<file path="src/rtl/sbu_pkg.sv">
package sbu_pkg;
    typedef enum logic [1:0] {
        ST_RUN      = 2'd0,
        ST_BLOCKED  = 2'd1,
        ST_COMPLETE = 2'd2
    } sbu_state_e;

    localparam int NUM_COUNTERS = 3;
    localparam int CIDX_SER   = 0;
    localparam int CIDX_TEMP  = 1;
    localparam int CIDX_STALL = 2;
endpackage

</file>
<file path="src/rtl/sbu_classify.sv">
module sbu_classify (
    input  logic pend_next,
    input  logic ser_before,
    input  logic ser_after,
    input  logic ctrl_reg,
    input  logic store_cond,
    input  logic handled,
    output logic eff_before,
    output logic is_barrier,
    output logic is_after
);
    always_comb begin
        // a pending serialize-after from the previous instruction turns this one into serialize-before
        eff_before = ser_before | pend_next;
        is_barrier = (eff_before | ctrl_reg) & ~handled;
        is_after   = ~is_barrier & (store_cond | ser_after) & ~handled;
    end
endmodule

</file>
<file path="src/rtl/sbu_counter.sv">
module sbu_counter #(
    parameter int W = 16
) (
    input  logic         clk,
    input  logic         rst_n,
    input  logic         inc,
    output logic [W-1:0] count
);
    always_ff @(posedge clk) begin
        if (!rst_n)   count <= '0;
        else if (inc) count <= count + 1'b1;
    end
endmodule

</file>
<file path="src/rtl/sbu_fsm.sv">
module sbu_fsm
    import sbu_pkg::*;
#(
    parameter int SEQ_W  = 8,
    parameter int QCNT_W = 4
) (
    input  logic              clk,
    input  logic              rst_n,
    input  logic              in_valid,
    input  logic [SEQ_W-1:0]  in_seq,
    input  logic              in_temp,
    input  logic              in_handled,
    input  logic              eff_before,
    input  logic              is_barrier,
    input  logic              is_after,
    input  logic              be_empty,
    input  logic [QCNT_W-1:0] queue_count,
    input  logic              squash_valid,
    input  logic [SEQ_W-1:0]  squash_seq,
    output logic              in_ready,
    output logic              pend_next,
    output logic              out_valid,
    output logic [SEQ_W-1:0]  out_seq,
    output logic              out_ser_before,
    output logic              out_handled,
    output logic              blocked,
    output logic              complete,
    output logic              inc_ser,
    output logic              inc_temp,
    output logic              inc_stall
);
    sbu_state_e       state, state_nx;
    logic [SEQ_W-1:0] bar_seq;
    logic             bar_handled;
    logic             accept, kill, drain_ok;

    always_comb begin
        in_ready  = (state == ST_RUN) && !squash_valid;
        accept    = in_valid && in_ready;
        kill      = squash_valid && (state != ST_RUN) && (squash_seq < bar_seq);
        drain_ok  = be_empty && (queue_count == '0);
        blocked   = (state == ST_BLOCKED);
        complete  = (state == ST_COMPLETE);
        inc_ser   = accept && ((is_barrier && !in_temp) || is_after);
        inc_temp  = accept && is_barrier && in_temp;
        inc_stall = (state == ST_BLOCKED);
    end

    always_comb begin
        state_nx = state;
        unique case (state)
            ST_RUN:      if (accept && is_barrier) state_nx = ST_BLOCKED;      // capture
            ST_BLOCKED:  if (kill)                 state_nx = ST_RUN;          // discard
                         else if (drain_ok)        state_nx = ST_COMPLETE;     // drain
            ST_COMPLETE:                           state_nx = ST_RUN;          // release or discard
            default:                               state_nx = ST_RUN;
        endcase
    end

    // state register
    always_ff @(posedge clk) begin
        if (!rst_n) state <= ST_RUN;
        else        state <= state_nx;
    end

    // held barrier, pending flag and the output stage
    always_ff @(posedge clk) begin
        if (!rst_n) begin
            bar_seq        <= '0;
            bar_handled    <= 1'b0;
            pend_next      <= 1'b0;
            out_valid      <= 1'b0;
            out_seq        <= '0;
            out_ser_before <= 1'b0;
            out_handled    <= 1'b0;
        end else begin
            out_valid <= 1'b0;
            if (accept) begin
                pend_next <= is_after;
                if (is_barrier) begin
                    bar_seq     <= in_seq;
                    bar_handled <= !in_temp;
                end else begin
                    out_valid      <= 1'b1;
                    out_seq        <= in_seq;
                    out_ser_before <= eff_before;
                    out_handled    <= in_handled | is_after;
                end
            end
            if (state == ST_COMPLETE && !kill) begin
                out_valid      <= 1'b1;
                out_seq        <= bar_seq;
                out_ser_before <= 1'b0;
                out_handled    <= bar_handled;
            end
        end
    end

    assert_blocked_silent_R3: assert property (@(posedge clk) disable iff (!rst_n)
        state == ST_BLOCKED |=> !out_valid);

    assert_pend_consumed_R5: assert property (@(posedge clk) disable iff (!rst_n)
        accept && pend_next && !is_after |=> !pend_next);

    assert_hold_until_drain_R6: assert property (@(posedge clk) disable iff (!rst_n)
        state == ST_BLOCKED && !drain_ok && !kill |=> state == ST_BLOCKED);

    assert_release_clean_R7: assert property (@(posedge clk) disable iff (!rst_n)
        state == ST_COMPLETE && !kill |=> out_valid && !out_ser_before && out_seq == $past(bar_seq));

    assert_squash_drop_R9: assert property (@(posedge clk) disable iff (!rst_n)
        kill |=> state == ST_RUN && !out_valid);
endmodule

</file>
<file path="src/rtl/ser_barrier_unit.sv">
module ser_barrier_unit
    import sbu_pkg::*;
#(
    parameter int SEQ_W  = 8,
    parameter int QCNT_W = 4,
    parameter int CNT_W  = 16
) (
    input  logic              clk,
    input  logic              rst_n,
    input  logic              in_valid,
    input  logic [SEQ_W-1:0]  in_seq,
    input  logic              in_ser_before,
    input  logic              in_ser_after,
    input  logic              in_ctrl_reg,
    input  logic              in_store_cond,
    input  logic              in_handled,
    input  logic              in_temp,
    output logic              in_ready,
    input  logic              be_empty,
    input  logic [QCNT_W-1:0] queue_count,
    input  logic              squash_valid,
    input  logic [SEQ_W-1:0]  squash_seq,
    output logic              out_valid,
    output logic [SEQ_W-1:0]  out_seq,
    output logic              out_ser_before,
    output logic              out_handled,
    output logic              blocked,
    output logic              complete,
    output logic [CNT_W-1:0]  cnt_serializing,
    output logic [CNT_W-1:0]  cnt_temporary,
    output logic [CNT_W-1:0]  cnt_stall
);
    logic pend_next, eff_before, is_barrier, is_after;
    logic inc_ser, inc_temp, inc_stall;
    logic [NUM_COUNTERS-1:0] inc_vec;
    logic [CNT_W-1:0]        cnt_arr [NUM_COUNTERS];

    sbu_classify u_cls (
        .pend_next  (pend_next),
        .ser_before (in_ser_before),
        .ser_after  (in_ser_after),
        .ctrl_reg   (in_ctrl_reg),
        .store_cond (in_store_cond),
        .handled    (in_handled),
        .eff_before (eff_before),
        .is_barrier (is_barrier),
        .is_after   (is_after)
    );

    sbu_fsm #(.SEQ_W(SEQ_W), .QCNT_W(QCNT_W)) u_fsm (
        .clk            (clk),
        .rst_n          (rst_n),
        .in_valid       (in_valid),
        .in_seq         (in_seq),
        .in_temp        (in_temp),
        .in_handled     (in_handled),
        .eff_before     (eff_before),
        .is_barrier     (is_barrier),
        .is_after       (is_after),
        .be_empty       (be_empty),
        .queue_count    (queue_count),
        .squash_valid   (squash_valid),
        .squash_seq     (squash_seq),
        .in_ready       (in_ready),
        .pend_next      (pend_next),
        .out_valid      (out_valid),
        .out_seq        (out_seq),
        .out_ser_before (out_ser_before),
        .out_handled    (out_handled),
        .blocked        (blocked),
        .complete       (complete),
        .inc_ser        (inc_ser),
        .inc_temp       (inc_temp),
        .inc_stall      (inc_stall)
    );

    always_comb begin
        inc_vec             = '0;
        inc_vec[CIDX_SER]   = inc_ser;
        inc_vec[CIDX_TEMP]  = inc_temp;
        inc_vec[CIDX_STALL] = inc_stall;
    end

    for (genvar g = 0; g < NUM_COUNTERS; g++) begin : g_cnt
        sbu_counter #(.W(CNT_W)) u_c (
            .clk   (clk),
            .rst_n (rst_n),
            .inc   (inc_vec[g]),
            .count (cnt_arr[g])
        );
    end

    assign cnt_serializing = cnt_arr[CIDX_SER];
    assign cnt_temporary   = cnt_arr[CIDX_TEMP];
    assign cnt_stall       = cnt_arr[CIDX_STALL];

    assert_stall_step_R8: assert property (@(posedge clk) disable iff (!rst_n)
        blocked |=> cnt_stall == $past(cnt_stall) + 1'b1);

    assert_handled_not_captured_R10: assert property (@(posedge clk) disable iff (!rst_n)
        in_valid && in_ready && in_handled |=> !blocked);
endmodule

</file>
<file path="config.mk">
export PLATFORM = sky130hd
export DESIGN_NAME = ser_barrier_unit
export DESIGN_NICKNAME = d
export VERILOG_FILES = /design/src/rtl/sbu_pkg.sv /design/src/rtl/sbu_classify.sv /design/src/rtl/sbu_counter.sv /design/src/rtl/sbu_fsm.sv /design/src/rtl/ser_barrier_unit.sv
export SDC_FILE = /design/constraint.sdc
export NUM_CORES = 1
export LEC_CHECK = 0
export ABC_AREA = 1
export BUFFER_PORTS_ARGS = -buffer_cell sky130_fd_sc_hd__buf_2
export CAP_MARGIN = 20
export CORE_ASPECT_RATIO = 1.75
export CORE_MARGIN = 2
export CORE_UTILIZATION = 40
export DETAILED_ROUTE_END_ITERATION = 12
export PLACE_DENSITY = 0.66
export SYNTH_ARGS = -nofsm -noshare
export SYNTH_HDL_FRONTEND = slang
export SYNTH_SLANG_ARGS = --single-unit
</file>
<file path="constraint.sdc">
create_clock -name clk -period 1.7 [get_ports clk]
set_input_delay 0.085 -clock clk [delete_from_list [all_inputs] [get_ports clk]]
set_output_delay 0.085 -clock clk [all_outputs]
set_load 0.02 [all_outputs]
</file>
==> load_flow_metrics.sql, run 1 <==
INSERT INTO impl_metrics (metric_group, metric, value, unit) VALUES
('outcome', 'status', 'finished, final reports clean', ''),
('route', 'post_drt_via_cell_ratio', '4.910', ''),
('route', 'wl_per_cell', '12.44', 'µm'),
('sta', 'maxSlewViolCount', '0', ''),
('placed_design', 'placement.setup.worst_slack', '0.04146', 'ns'),
('clock_network', 'cts-htree-levels', '3', ''),
('die', 'initial_utilization', '0.4125', ''),
('clock_network', 'clock_tree_from_tritoncts', 'yes', ''),
('critical_path', 'critPathMaxStageDelay', '0.37', 'ns'),
('power', 'power_frac_comb', '0.084', ''),
('layout', 'antennaDiodeCount', '0', ''),
('layout', 'area.growth.synth_to_final', '27.75', '%'),
('logic_synthesis', 'post_synthesis_cell_area', '3751', 'µm²'),
('critical_path', 'worstPathArrival', '1.51', 'ns'),
('global_routing', 'grt_util_all_layers', '0.1862', ''),
('logic_synthesis', 'syn_inst', '540', ''),
('die', 'floorplan.die.height', '132.1', 'µm'),
('die', 'placement_rows', '46', ''),
('run', 'max-cap-violations', '0', ''),
('power', 'seq_power_share', '0.445', ''),
('route', 'ant_nets', '0', ''),
('clock_network', 'cts-root-to-sink-buffers', '2', ''),
('critical_path', 'worst_setup_path_end_kind', 'primary output', ''),
('global_routing', 'grt_residual_overflow', '0', ''),
('route', 'drc_errors', '0', ''),
('clock_network', 'clock_sink_count', '71', ''),
('power', 'worst_vdd_rail_ir_drop', '0.4892', 'mV'),
('sta', 'fin_crit', '1.594', 'ns'),
('placed_design', 'place.detailed.hpwl', '7.177', 'mm'),
('placed_design', 'count_of_port_buffers_added_during_placement', '92', ''),
('sta', 'clock_skew', '0.007543', 'ns'),
('clock_network', 'clkLatencyLatePin', '0.32', 'ns'),
('power', 'power_switching', '0.8944', 'mW'),
('critical_path', 'worstSetupPathType', 'flop to primary output', ''),
('logic_synthesis', 'postSynth.topFlopCell', 'sky130_fd_sc_hd__dfxtp_1', ''),
('die', 'coreArea', '9094', 'µm²'),
('sta', 'normalized_max_slew_margin', '0.6625', ''),
('critical_path', 'startpoint_class', 'flop', ''),
('global_routing', 'grt_start_max_net_pins', '31', ''),
('critical_path', 'cp_max_fo', '10', ''),
('layout', 'finish.net_count', '685', ''),
('critical_path', 'cp_data_required_time', '1.62', 'ns'),
('clock_network', 'clock_tree.root_cell', 'sky130_fd_sc_hd__clkbuf_16', ''),
('logic_synthesis', 'synth.avg_cell_area', '6.946', 'µm²'),
('critical_path', 'cell_repeated_most_along_the_worst_path', 'sky130_fd_sc_hd__buf_4', ''),
('clock_network', 'clk_pin_slew_worst_paths', '0.06', 'ns'),
('global_routing', 'grt_first_pass_wirelength', '15.71', 'mm'),
('placed_design', 'dp.cells', '752', ''),
('route', 'vias', '3776', ''),
('die', 'chipWidth', '77.21', 'µm'),
('logic_synthesis', 'yosysSeqAreaShare', '0.3789', ''),
('logic_synthesis', 'synth_top_area_cell', 'sky130_fd_sc_hd__dfxtp_1', ''),
('sta', 'tns', '0', 'ns'),
('global_routing', 'vias_in_the_first_global_route', '3556', ''),
('power', 'power_density', '803.8', 'nW/µm²'),
('logic_synthesis', 'netlist-cell-type-count', '36', ''),
('logic_synthesis', 'synth.ff_latch_count', '71', ''),
('clock_network', 'numCtsBuffers', '9', ''),
('sta', 'period_share', '0.9379', ''),
('clock_network', 'cts_hold_buffers', '0', ''),
('sta', 'max_clock_freq', '627.2', 'MHz'),
('die', 'die_area', '10200', 'µm²'),
('sta', 'timing_worst_slew_pin_value', '0.5057', 'ns'),
('die', 'ioPinCount', '93', ''),
('logic_synthesis', 'synth_edf_count', '0', ''),
('layout', 'stdcell_count', '769', ''),
('logic_synthesis', 'yosysTopAreaCellShare', '0.3789', ''),
('sta', 'setup_violations', '0', ''),
('hold_path', 'timing.hold.worst.class', 'input pin to flop', ''),
('power', 'post_layout_power', '3.852', 'mW'),
('power', 'clock_power_share', '0.470', '');
-- state kept, by name, indices dropped and copies added (netlist names) --
signal,count
g_cnt.u_c.count,48
u_fsm.bar_handled,1
u_fsm.bar_seq,8
u_fsm.out_handled,1
u_fsm.out_seq,8
u_fsm.out_ser_before,1
u_fsm.out_valid,1
u_fsm.pend_next,1
u_fsm.state,2
-- stage by stage --
step	hold slack (ns)	util	area, µm²
2_1_floorplan	0.2498	-	3751
3_3_place_gp	0.3918	0.4840	4402
3_5_place_dp	0.4023	0.4840	4402
4_1_cts	0.06226	0.5165	4697
5_1_grt	0.07255	0.5270	4792
6_report	0.07721	0.5270	4792
-- area by class of cell --
class,count,area [µm²]
well taps,120,150.1
flip-flops and latches,71,1421
inverters,70,266.5
clock inverters,3,15.01
clock buffers,13,280.3
repair buffers,108,596.8
multi-input cells,384,2062
fillers,923,4302
-- power groups by stage --
| stage | clock network [mW] | registers, mW | logic [mW] |
|---|---|---|---|
| floorplan | 0 | 1.77 | 0.165 |
| global placement | 0 | 1.75 | 0.296 |
| detailed placement | 0 | 1.75 | 0.305 |
| CTS | 1.86 | 1.71 | 0.307 |
| global route | 1.95 | 1.72 | 0.363 |
| finish | 1.81 | 1.71 | 0.325 |
-- synthesized netlist by cell type, drive strengths merged (2+ instances only) --
| cell | number |
|---|---|
| a211oi | 3 |
| a21oi | 56 |
| and3 | 3 |
| buf | 6 |
| clkbuf | 9 |
| dfxtp | 71 |
| ha | 10 |
| inv | 69 |
| nand2 | 135 |
| nand3 | 45 |
| nand4 | 7 |
| nor2 | 59 |
| nor3 | 16 |
| nor3b | 2 |
| o21ai | 27 |
| xnor2 | 7 |
| xor2 | 9 |
-- logic make-up after synthesis --
kind of cell / after synthesis / share of synthesized area
fa+ha+maj: 10 / 0.03336
simple gates: 270 / 0.3369
flops: 71 / 0.3789
xor+xnor: 16 / 0.03736
buf+inv: 85 / 0.09273
compound gates: 88 / 0.1207
-- cell usage in the layout, fill, tap and decap left out, drive strengths merged, types with 7 or more instances in the layout --
cell and count:
xor2 9, a21oi 56, ha 10, nor3 16
nor2 59, dfxtp 71, nand2 135, nand3 45
clkbuf 13, o21ai 27, xnor2 7, nand4 7
inv 69, buf 108
-- final timing paths --
check,end,cells after the start,from,slack [ns]
hold reg to reg,u_fsm.pend_next$_SDFFE_PN0P_,2,u_fsm.pend_next$_SDFFE_PN0P_,0.47
hold / removal,u_fsm.bar_seq[1]$_SDFFE_PN0P_,3,in_seq[1],0.08
setup / recovery,complete,5,u_fsm.state[1]$_SDFFE_PN0P_,0.11
setup reg to reg,u_fsm.out_seq[2]$_SDFFE_PN0P_,10,u_fsm.bar_seq[7]$_SDFFE_PN0P_,0.11
-- routing by layer --
layer,vias up,global-route usage,part of all wire
met1,1719,0.2061,0.41
met3,12,0.03699,0.048
met5,-,0,0
met4,0,0.07937,0.019
met2,104,0.3391,0.52
li1,1941,-,-
-- repair_timing --
item,CTS,global route
setup buffers,0,1
pin swaps,0,1
resized for setup,0,17
endpoints found under the setup margin,1,25
-- critical path: cells and delay by family, from the launching register on --
kind	cells	cell delay [ns]
flip-flops	1	0.37
AND/OR/NAND/NOR	1	0.22
buffers and inverters	4	0.60
Power figures use the tool's default switching activity.
==> run 2: changes to the inputs <==
- RECOVER_POWER: default -> 50
==> run 2 against run 1 <==
Compared with the run above:
- clock power is essentially flat
- sequential share of layout area grew 0.49 points
- critical path depth is the same
- clock-buffer cell count is the same
- sequential cell count is the same
- utilization shrank 0.85 points
- register-to-register slack is essentially flat
- global-route usage is the same
- maximum frequency shrank 0.13%
- sequential power is essentially flat
- total power shrank 0.19%
==> load_flow_metrics.sql, run 2 (same netlist as run 1, synthesis figures left out) <==
INSERT INTO impl_metrics (metric_group, metric, value, unit) VALUES
('global_routing', 'grt_use_met3', '0.03699', ''),
('clock_network', 'clock_tree.root_cell', 'sky130_fd_sc_hd__clkbuf_16', ''),
('sta', 'max_clock_freq', '626.4', 'MHz'),
('sta', 'grt_setup_unrepaired', 'no', ''),
('sta', 'maxSlewViolCount', '0', ''),
('critical_path', 'critical_path.startpoint', 'u_fsm.state[1]$_SDFFE_PN0P_', ''),
('critical_path', 'worst_setup_path_end_kind', 'primary output', ''),
('global_routing', 'global_route.usage.met2', '0.3391', ''),
('critical_path', 'critPathMaxStageDelay', '0.37', 'ns'),
('global_routing', 'grt_start_max_net_pins', '31', ''),
('die', 'chipWidth', '77.21', 'µm'),
('global_routing', 'grt_antenna_before_repair', '0', ''),
('die', 'coreArea', '9094', 'µm²'),
('critical_path', 'cp_cell_sequence', 'buf_4 > inv_1 > nor2_2 > buf_4 > buf_2', ''),
('sta', 'timing_worst_slew_pin_value', '0.5069', 'ns'),
('layout', 'register_area', '1421', 'µm²'),
('critical_path', 'critical_path_buf_inv_count', '4', ''),
('power', 'worst_vdd_rail_ir_drop', '0.4905', 'mV'),
('critical_path', 'worstRegToRegCells', '10', ''),
('sta', 'final.hold.worst_slack', '0.08020', 'ns'),
('layout', 'largest-register', 'g_cnt.u_c.count', ''),
('critical_path', 'worst_path_top_cell_family_by_delay', 'buffers and inverters', ''),
('layout', 'multi_input_area', '2062', 'µm²'),
('layout', 'antennaDiodeCount', '0', ''),
('placed_design', 'gp_routability_congestion', '0.8967', ''),
('sta', 'tns', '0', 'ns'),
('route', 'ant_nets', '0', ''),
('layout', 'largest_register_ff_count', '48', ''),
('die', 'ioPinCount', '93', ''),
('layout', 'layout_commonest_cell', 'sky130_fd_sc_hd__nand2_1', ''),
('hold_path', 'hold_path.startpoint', 'in_seq[1]', ''),
('hold_path', 'timing.hold.worst.class', 'input pin to flop', ''),
('route', 'vias', '3778', ''),
('critical_path', 'worst_r2r_startpoint', 'u_fsm.bar_seq[7]$_SDFFE_PN0P_', ''),
('power', 'seq_power_share', '0.446', ''),
('clock_network', 'clock_sink_count', '71', ''),
('clock_network', 'clkLatencyLatePin', '0.32', 'ns'),
('critical_path', 'startpoint_class', 'flop', ''),
('layout', 'finish.instance_area', '4715', 'µm²'),
('placed_design', 'count_of_port_buffers_added_during_placement', '92', ''),
('power', 'power_frac_comb', '0.083', ''),
('sta', 'period_share', '0.9391', ''),
('sta', 'final_hold_fails', '0', ''),
('critical_path', 'worstPathArrival', '1.51', 'ns'),
('critical_path', 'r2r_setup_slack', '0.11', 'ns'),
('critical_path', 'worstSetupPathType', 'flop to primary output', ''),
('route', 'wl_per_cell', '12.46', 'µm'),
('critical_path', 'cp_data_required_time', '1.62', 'ns'),
('sta', 'normalized_max_slew_margin', '0.6617', ''),
('placed_design', 'dp.cells', '752', ''),
('layout', 'finish.net_count', '685', ''),
('layout', 'biggestRegsByFlops', 'g_cnt.u_c.count x48, u_fsm.bar_seq x8, u_fsm.out_seq x8', ''),
('global_routing', 'grt_first_pass_wirelength', '15.71', 'mm'),
('critical_path', 'cell_repeated_most_along_the_worst_path', 'sky130_fd_sc_hd__buf_4', ''),
('layout', 'post_route_cells_drive_above_1_share', '0.1602', ''),
('layout', 'num-fill-cells', '939', ''),
('route', 'initial_drc_count', '174', ''),
('global_routing', 'grt_util_all_layers', '0.1862', ''),
('sta', 'clock_skew', '0.007777', 'ns'),
('hold_path', 'min_path_cells', '3', ''),
('critical_path', 'cp_max_fo', '10', ''),
('power', 'power_switching_share', '0.2323', ''),
('power', 'power_density', '815.6', 'nW/µm²'),
('layout', 'stdcell_count', '769', ''),
('power', 'intPower', '2.952', 'mW'),
('global_routing', 'gr-usage-met1', '0.2061', ''),
('power', 'power_switching', '0.8933', 'mW'),
('die', 'placement_rows', '46', ''),
('clock_network', 'cts-htree-levels', '3', ''),
('route', 'drc_errors', '0', ''),
('clock_network', 'clk_pin_slew_worst_paths', '0.05', 'ns'),
('placed_design', 'place.detailed.hpwl', '7.177', 'mm'),
('clock_network', 'numCtsBuffers', '9', ''),
('route', 'post_drt_via_cell_ratio', '4.913', ''),
('layout', 'layout.core_utilization', '0.5184', ''),
('route', 'route.final.wire_length', '9.581', 'mm'),
('hold_path', 'hold_end', 'u_fsm.bar_seq[1]$_SDFFE_PN0P_', ''),
('layout', 'area.growth.synth_to_final', '25.68', '%'),
('route', 'detailedRoute.firstPassIterationCount', '4', ''),
('run', 'max-cap-violations', '0', ''),
('clock_network', 'cts-root-to-sink-buffers', '2', ''),
('layout', 'final_cell_mix', 'sky130_fd_sc_hd__nand2_1 (129), sky130_fd_sc_hd__dfxtp_1 (71), sky130_fd_sc_hd__inv_1 (62)', ''),
('global_routing', 'busiest_layer', 'met2', ''),
('placed_design', 'placed_cell_area', '4402', 'µm²'),
('critical_path', 'critical-path-slowest-cell', 'sky130_fd_sc_hd__dfxtp_1', ''),
('sta', 'setup_violations', '0', ''),
('die', 'floorplan.die.height', '132.1', 'µm'),
('outcome', 'status', 'finished, final reports clean', ''),
('power', 'clock_power_share', '0.471', ''),
('critical_path', 'critical_path.reg2reg.endpoint', 'u_fsm.out_seq[2]$_SDFFE_PN0P_', ''),
('global_routing', 'grt_residual_overflow', '0', ''),
('clock_network', 'clock_tree_from_tritoncts', 'yes', ''),
('global_routing', 'vias_in_the_first_global_route', '3556', ''),
('power', 'leakagePower', '1.850', 'nW'),
('sta', 'fin_crit', '1.596', 'ns'),
('die', 'initial_utilization', '0.4125', ''),
('die', 'die_area', '10200', 'µm²');
run 2: cell types whose count changed in the layout (fill, tap and decap cells not counted), sizes merged:
cell	change
buf	-60
clkbuf	+60
run 2: cell type report:
type / count / area share
Multi-Input combinational cell: 384 / 0.4374
Sequential cell: 71 / 0.3015
Timing Repair Buffer: 108 / 0.1101
Clock buffer: 13 / 0.05945
Inverter: 70 / 0.05653
Tap cell: 120 / 0.03185
Clock inverter: 3 / 0.003185
run 2: per-stage QoR:
step	power (mW)	setup WS, ns
2_1_floorplan	1.934	0.1145
3_3_place_gp	2.045	0.1205
3_5_place_dp	2.055	0.04146
4_1_cts	3.885	-0.005070
5_1_grt	4.025	0.003936
6_report	3.845	0.1035
run 2: worst max-delay path by stage:
stage | slack [ns] | endpoint | depth (start not counted)
floorplan | 0.11 | u_fsm.out_handled$_SDFFE_PN0P_ | 12
global placement | 0.12 | u_fsm.out_seq[4]$_SDFFE_PN0P_ | 11
detailed placement | 0.04 | u_fsm.out_seq[2]$_SDFFE_PN0P_ | 10
CTS | -0.005 | u_fsm.out_seq[2]$_SDFFE_PN0P_ | 10
global route | 0.004 | u_fsm.state[0]$_SDFFE_PN0P_ | 10
finish | 0.10 | complete | 5
run 2: what timing repair did:
item,in CTS,in global routing
resized for setup,0,17
endpoints found under the setup margin,1,25
hold buffers,0,0
buffers inserted,0,1
cloned,0,0
pin swaps,0,1
run 2: power groups by stage:
stage	combinational, mW	clock, mW	sequential [mW]
CTS	0.307	1.86	1.71
floorplan	0.165	0	1.77
finish	0.319	1.81	1.72
global placement	0.296	0	1.75
detailed placement	0.305	0	1.75
global route	0.357	1.95	1.72
run 2: worst register-to-register path, delay by kind of cell, from the launching register on:
kind,cells,cell delay [ns]
AO/OA/AOI/OAI,2,0.28
adder cells (fa/ha/maj),1,0.22
buffers and inverters,2,0.25
flip-flops,1,0.29
AND/OR/NAND/NOR,5,0.48
run 2: layer usage:
| layer | part of all wire | wire length, µm |
|---|---|---|
| met1 | 0.41 | 3932 |
| met4 | 0.019 | 185 |
| met3 | 0.045 | 427 |
| met2 | 0.53 | 5035 |
| met5 | 0 | 0 |
